===== config.mk =====
export PLATFORM = sky130hd
export DESIGN_NAME = dual_path_xcvr
export DESIGN_NICKNAME = d
export VERILOG_FILES = /design/src/rtl/xcvr_pkg.sv /design/src/rtl/xcvr_dir_ctrl.sv /design/src/rtl/xcvr_store_path.sv /design/src/rtl/dual_path_xcvr.sv
export SDC_FILE = /design/constraint.sdc
export NUM_CORES = 1
export LEC_CHECK = 0
export ABC_AREA = 1
export BUFFER_PORTS_ARGS = -buffer_cell sky130_fd_sc_hd__clkbuf_2
export CAP_MARGIN = 20
export CORE_AREA = 4 4 68 70
export DETAILED_ROUTE_END_ITERATION = 8
export DIE_AREA = 0 0 72 74
export MAX_ROUTING_LAYER = met4
export PLACE_DENSITY = 0.82
export SYNTH_ARGS = -nofsm -noshare
export SYNTH_HDL_FRONTEND = slang
export SYNTH_SLANG_ARGS = --single-unit

===== constraint.sdc =====
create_clock -name clk -period 2.2 [get_ports clk]
set_input_delay 0.11 -clock clk [delete_from_list [all_inputs] [get_ports clk]]
set_output_delay 0.11 -clock clk [all_outputs]
set_load 0.03 [all_outputs]

===== src/rtl/xcvr_pkg.sv =====
package xcvr_pkg;
  // Strobes from a direction controller to its storage path
  typedef struct packed {
    logic pass;     // present input directly
    logic capture;  // load storage at this edge
    logic drive;    // port drive enable, active high
  } dirStrobe_t;
endpackage


===== src/rtl/xcvr_dir_ctrl.sv =====
module xcvr_dir_ctrl
  import xcvr_pkg::*;
#(
  parameter bit OE_ACTIVE_LOW = 1'b0
) (
  input  logic       clk,
  input  logic       rst,
  input  logic       passEn,
  input  logic       dirClk,
  input  logic       outEn,
  output dirStrobe_t strb
);
  logic prevClk;
  logic clkFell;

  always_ff @(posedge clk) begin
    if (rst) prevClk <= 1'b0;
    else     prevClk <= dirClk;
  end

  assign clkFell      = prevClk & ~dirClk;
  assign strb.pass    = passEn;
  assign strb.capture = passEn | clkFell;

  generate
    if (OE_ACTIVE_LOW) begin : g_oeLow
      assign strb.drive = ~outEn;
    end else begin : g_oeHigh
      assign strb.drive = outEn;
    end
  endgenerate

  // a 1-then-0 sample pair outside reset must request a capture
  assert_fall_capture_R4: assert property (@(posedge clk) disable iff (rst)
    (!$past(rst) && $past(dirClk) && !dirClk) |-> strb.capture);
  // a rising direction clock alone never captures
  assert_rise_no_capture_R10: assert property (@(posedge clk) disable iff (rst)
    (!passEn && !$past(dirClk) && dirClk) |-> !strb.capture);
endmodule


===== src/rtl/xcvr_store_path.sv =====
module xcvr_store_path
  import xcvr_pkg::*;
#(
  parameter int WIDTH = 18
) (
  input  logic             clk,
  input  logic             rst,
  input  dirStrobe_t       strb,
  input  logic [WIDTH-1:0] din,
  output logic [WIDTH-1:0] dout,
  output logic             drive
);
  logic [WIDTH-1:0] store;

  always_ff @(posedge clk) begin
    if (rst)               store <= '0;
    else if (strb.capture) store <= din;
  end

  assign dout  = strb.pass ? din : store;
  assign drive = strb.drive;

  // without a capture strobe the stored word stays put
  assert_hold_R3: assert property (@(posedge clk) disable iff (rst)
    !strb.capture |=> $stable(store));
  // a capture strobe loads the input present at that edge
  assert_load_R4: assert property (@(posedge clk) disable iff (rst)
    strb.capture |=> (store == $past(din)));
  // reset clears storage
  assert_reset_clear_R9: assert property (@(posedge clk)
    rst |=> (store == '0));
endmodule


===== src/rtl/dual_path_xcvr.sv =====
module dual_path_xcvr
  import xcvr_pkg::*;
#(
  parameter int WIDTH = 18
) (
  input  logic             clk,
  input  logic             rst,
  input  logic [WIDTH-1:0] aIn,
  input  logic [WIDTH-1:0] bIn,
  input  logic             abPass,
  input  logic             abClk,
  input  logic             abOutEn,
  input  logic             baPass,
  input  logic             baClk,
  input  logic             baOutEnN,
  output logic [WIDTH-1:0] bOut,
  output logic             bDrive,
  output logic [WIDTH-1:0] aOut,
  output logic             aDrive
);
  dirStrobe_t abStrb;
  dirStrobe_t baStrb;

  xcvr_dir_ctrl #(.OE_ACTIVE_LOW(1'b0)) u_abCtrl (
    .clk(clk), .rst(rst), .passEn(abPass), .dirClk(abClk),
    .outEn(abOutEn), .strb(abStrb));

  xcvr_store_path #(.WIDTH(WIDTH)) u_abPath (
    .clk(clk), .rst(rst), .strb(abStrb), .din(aIn),
    .dout(bOut), .drive(bDrive));

  xcvr_dir_ctrl #(.OE_ACTIVE_LOW(1'b1)) u_baCtrl (
    .clk(clk), .rst(rst), .passEn(baPass), .dirClk(baClk),
    .outEn(baOutEnN), .strb(baStrb));

  xcvr_store_path #(.WIDTH(WIDTH)) u_baPath (
    .clk(clk), .rst(rst), .strb(baStrb), .din(bIn),
    .dout(aOut), .drive(aDrive));

  // pass-through presents A at B in the same cycle
  assert_ab_transparent_R2: assert property (@(posedge clk) disable iff (rst)
    abPass |-> (bOut == aIn));
  // the reverse direction is transparent likewise
  assert_ba_transparent_R6: assert property (@(posedge clk) disable iff (rst)
    baPass |-> (aOut == bIn));
endmodule


Yosys cells after proc, flatten, opt, wreduce, memory -nomap -nowiden:

Cells that the tools add are included.

* bits of input ports: 44
* register bits after elaboration: 38

* multiplexer cells: 2
* bitwise logic cells: 7

Operators by type and width (count)
* $mux 18: 2
* $not 1->1: 3
* $and 1x1->1: 2
* $or 1x1->1: 2

Depth between registers and ports, before layout:

* depth in word-level cells: 3
* gate-level depth with buffers: 7

Hierarchy:

A second synthesis with hierarchy kept.

* cells, all modules: 326
* area, all modules: 2388.5 µm²

Modules (own cells, without submodules)
* xcvr_store_path: times used 2, cells each 155, sequential area each 360.3 µm², area each 1142.3 µm²
* xcvr_dir_ctrl at u_abCtrl: times used 1, cells each 8, sequential area each 20.0 µm², area each 53.8 µm²
* xcvr_dir_ctrl at u_baCtrl: times used 1, cells each 8, sequential area each 20.0 µm², area each 50.0 µm²

Worst setup path after synthesis:

Ideal clock, no wire load.

* path type: input -> output
* from: in baPass
* to: out aOut[10]
* stages on the path: 3
* arrival time: 1.138 ns
* required time: 2.090 ns
* setup slack: 0.952 ns
* cells stage by stage: buf_4 clkbuf_1 o21ai_0

* cells in the longest elaborated chain, start to end: 1

Ends and longest elaborated chain
* from (decl): line dual_path_xcvr.sv:13 `input logic baPass,`
* $mux 18: line xcvr_store_path.sv:20 `assign dout = strb.pass ? din : store;`
* to (decl): line dual_path_xcvr.sv:18 `output logic [WIDTH-1:0] aOut,`

No other way between the ends.

Final worst setup path:

* from: reg u_baCtrl.prevClk
* to: reg u_baPath.store[3]

* cells in the longest elaborated chain, start to end: 2

Ends and longest elaborated chain
* from (decl): line xcvr_dir_ctrl.sv:13 `logic prevClk;`
* from (signal assigned): line xcvr_dir_ctrl.sv:18 `else prevClk <= dirClk;`
* $and 1x1->1: line xcvr_dir_ctrl.sv:21 `assign clkFell = prevClk & ~dirClk;`
* $or 1x1->1: line xcvr_dir_ctrl.sv:23 `assign strb.capture = passEn | clkFell;`
* to (signal assigned): line xcvr_store_path.sv:17 `else if (strb.capture) store <= din;`
* to (decl): line xcvr_store_path.sv:13 `logic [WIDTH-1:0] store;`

No other way between the ends.
A chain may end at the register's enable or synchronous reset.

==> impl_metrics.yaml <==
critical_path:
  path_cells: "nand2_1 > nand2_2 > inv_2 > nor2_1 > nor2_1"
  crit_arrival_ns: 1.66
  cp_common_cell: "nor2_1"
  crit_path_max_incr_delay_ns: 0.38
  reg2reg_depth: 5
  path_max_fanout: 14
  timing.rr.end: "u_baPath.store[3]"
  required_ns: 2.42
  r2r_slack_ns: 0.76
  r2r-start: "u_baCtrl.prevClk"
  start_kind: "flip-flop"
  critPathKind: "reg -> reg"
  slowest_stage: "nand2_1"
  cp-end-kind: "flip-flop"
power_and_ir_drop:
  vdd_drop_max_uv: 565
  power_density_mw_per_mm2: 689
  power.leakage_nw: 1.31
  total_power_w: 0.00168
detailed_routing:
  viasPerCell: 4.62
  drc_errors: 0
  drt_pass1_iterations: 4
  ant_nets: 0
  route.vias.total: 2033
  wirelength_um: 4340
  wl_per_cell_um: 9.87
  drt-initial-drc-count: 150
final_layout:
  fill_cells: 385
  drive_above_1_share: 0.262
  diodes: 0
  nets: 433
  areaGrowthSynthToFinish_pct: 20.7
clock_tree:
  cts_tree: "yes"
  postCtsSetupRepairBufs: 0
  cts_sinks: 38
  htree_levels: 2
  cts_resized: 0
  cts_buffers: 5
  clk_pin_slew_ns: 0.08
  hold_buffers: 0
  cts_root_buf: "clkbuf_8"
  clock_latency_ns: 0.28
  clockBufferDepth: 2
sta:
  rsz0062_at_grt: "no"
  finalClockSkew_ns: 0.00791
  tns_ns: 0
  hold_viol_final: 0
  max_freq_mhz: 695
  fin_hold_ws_ns: 0.0128
  setup_slack_ns: 0.761
  fin_crit_ns: 1.44
  finalSetupViolations: 0
  drv_slew: 0
  max-slew-margin-rel: 0.347
  timing.final.crit_share: 0.654
  worstMarginPinSlew_ns: 0.973
global_routing:
  antenna_found_initial: 0
  grt_pass1_vias: 1725
  overflow: 0
  grt_use_total: 0.174
  grt_max_degree: 39
  grt_pass1_wl_um: 7270
logic_synthesis:
  yosysTopAreaCellShare: 0.377
  synth_top_family_by_area: "simple AND/OR/NAND/NOR gates"
  synth-xor-area-share: 0
  ys_seq_area_frac: 0.377
  yosys.area_share.simple: 0.378
  synth_fa_ha_area_frac: 0
  ys_ff_latch: 38
  syn_inst: 322
  synth_cell_type_count: 16
  synth.avg_cell_area_um2: 6.27
  synthMuxAreaShare: 0
  syn_area_mm2: 0.00202
  yosys_warnings: 0
  synth_compound_area_frac: 0.0973
  synth_nets: 366
  synth_area_leaders: "dfxtp_1 38%, nand2_1 15%, nor2_1 12%"
  yosys.area.top_type: "dfxtp_1"
floorplan:
  initial_core_util: 0.508
  core_area_mm2: 0.00397
  rows: 23
  die_h_um: 74
  die_area_mm2: 0.00533
  io_pins: 82
  fp.dieW_um: 72
worst_hold_path:
  hold_depth: 2
  min-delay-path-class: "in -> reg"
  min_from: "rst"
  hold-path-endpoint: "u_baCtrl.prevClk"
place:
  port_buffers: 79
  dpl.hpwl_um: 3140
  place_congestion: 0.727
  dp_slack_ns: 0.682
status:
  status: "completed"
run:
  max-cap-violations: 0
## state kept, by name (all words and copies together), names as in the netlist
signal,count
u_baPath.store,18
u_abPath.store,18
u_baCtrl.prevClk,1
u_abCtrl.prevClk,1
## per-stage QoR
stage	std cells	utilization	cell area, um2
2_1_floorplan	322	-	2020
3_3_place_gp	432	0.590	2340
5_1_grt	440	0.613	2440
4_1_cts	440	0.613	2440
6_report	440	0.613	2440
3_5_place_dp	432	0.590	2340
## cell type report
cell class,instances,area [um2],area share
multi-input cells,222,960,0.394
flip-flops and latches,38,761,0.312
repair buffers,79,395,0.162
inverters,43,166,0.0683
clock buffers,7,86.3,0.0354
well taps,50,62.6,0.0257
clock inverters,1,5.00,0.00205
## report_power, final
part           switching, W  leakage [nW]  internal, W
Combinational      0.000299         0.947     0.000138
Clock              0.000232        0.0482     0.000253
Sequential        0.0000147         0.317     0.000740
## cell usage after synthesis
cell type,instances
o21ai_0,36
clkbuf_1,2
nor2_2,10
buf_4,3
buf_2,9
inv_4,2
nor2_1,64
a21oi_4,1
nand2_1,78
nand3_1,31
buf_6,5
clkinv_1,1
inv_2,1
nand2_2,2
dfxtp_1,38
inv_1,39
## metal layers
metal	share of wire	GRT usage	wire (um)
met5	0	-	0
met1	0.47	0.221	2060
met2	0.44	0.280	1910
met4	0.0078	0.0418	34
met3	0.080	0.0419	348
## kinds of logic after synthesis
logic type	after synthesis
simple gates	185
compound gates	37
buf+inv	62
flops	38
## worst max-delay path by stage
stage,cells after the start,to,slack (ns),from
3_5_place_dp,4,u_abPath.store[1],0.68,rst
3_3_place_gp,4,u_abPath.store[17],0.72,rst
2_1_floorplan,3,aOut[10],0.95,baPass
4_1_cts,5,u_baPath.store[3],0.77,u_baCtrl.prevClk
5_1_grt,5,u_baPath.store[7],0.61,u_baCtrl.prevClk
6_report,5,u_baPath.store[3],0.76,u_baCtrl.prevClk
## cell usage in the layout, fill, tap and decap left out, drive strengths merged
master and count:
clkbuf 86, nand2 80, nor2 74, inv 42, dfxtp 38, o21ai 36, nand3 31, clkinv 2
a21oi 1
## worst max-delay path, delay by kind of cell, from the launching register on
kind                   cells  cell delay [ns]
buffers and inverters      1             0.27
AND/OR/NAND/NOR            4             0.79
flip-flops                 1             0.31
No activity file was read; power rests on OpenSTA's default activity.
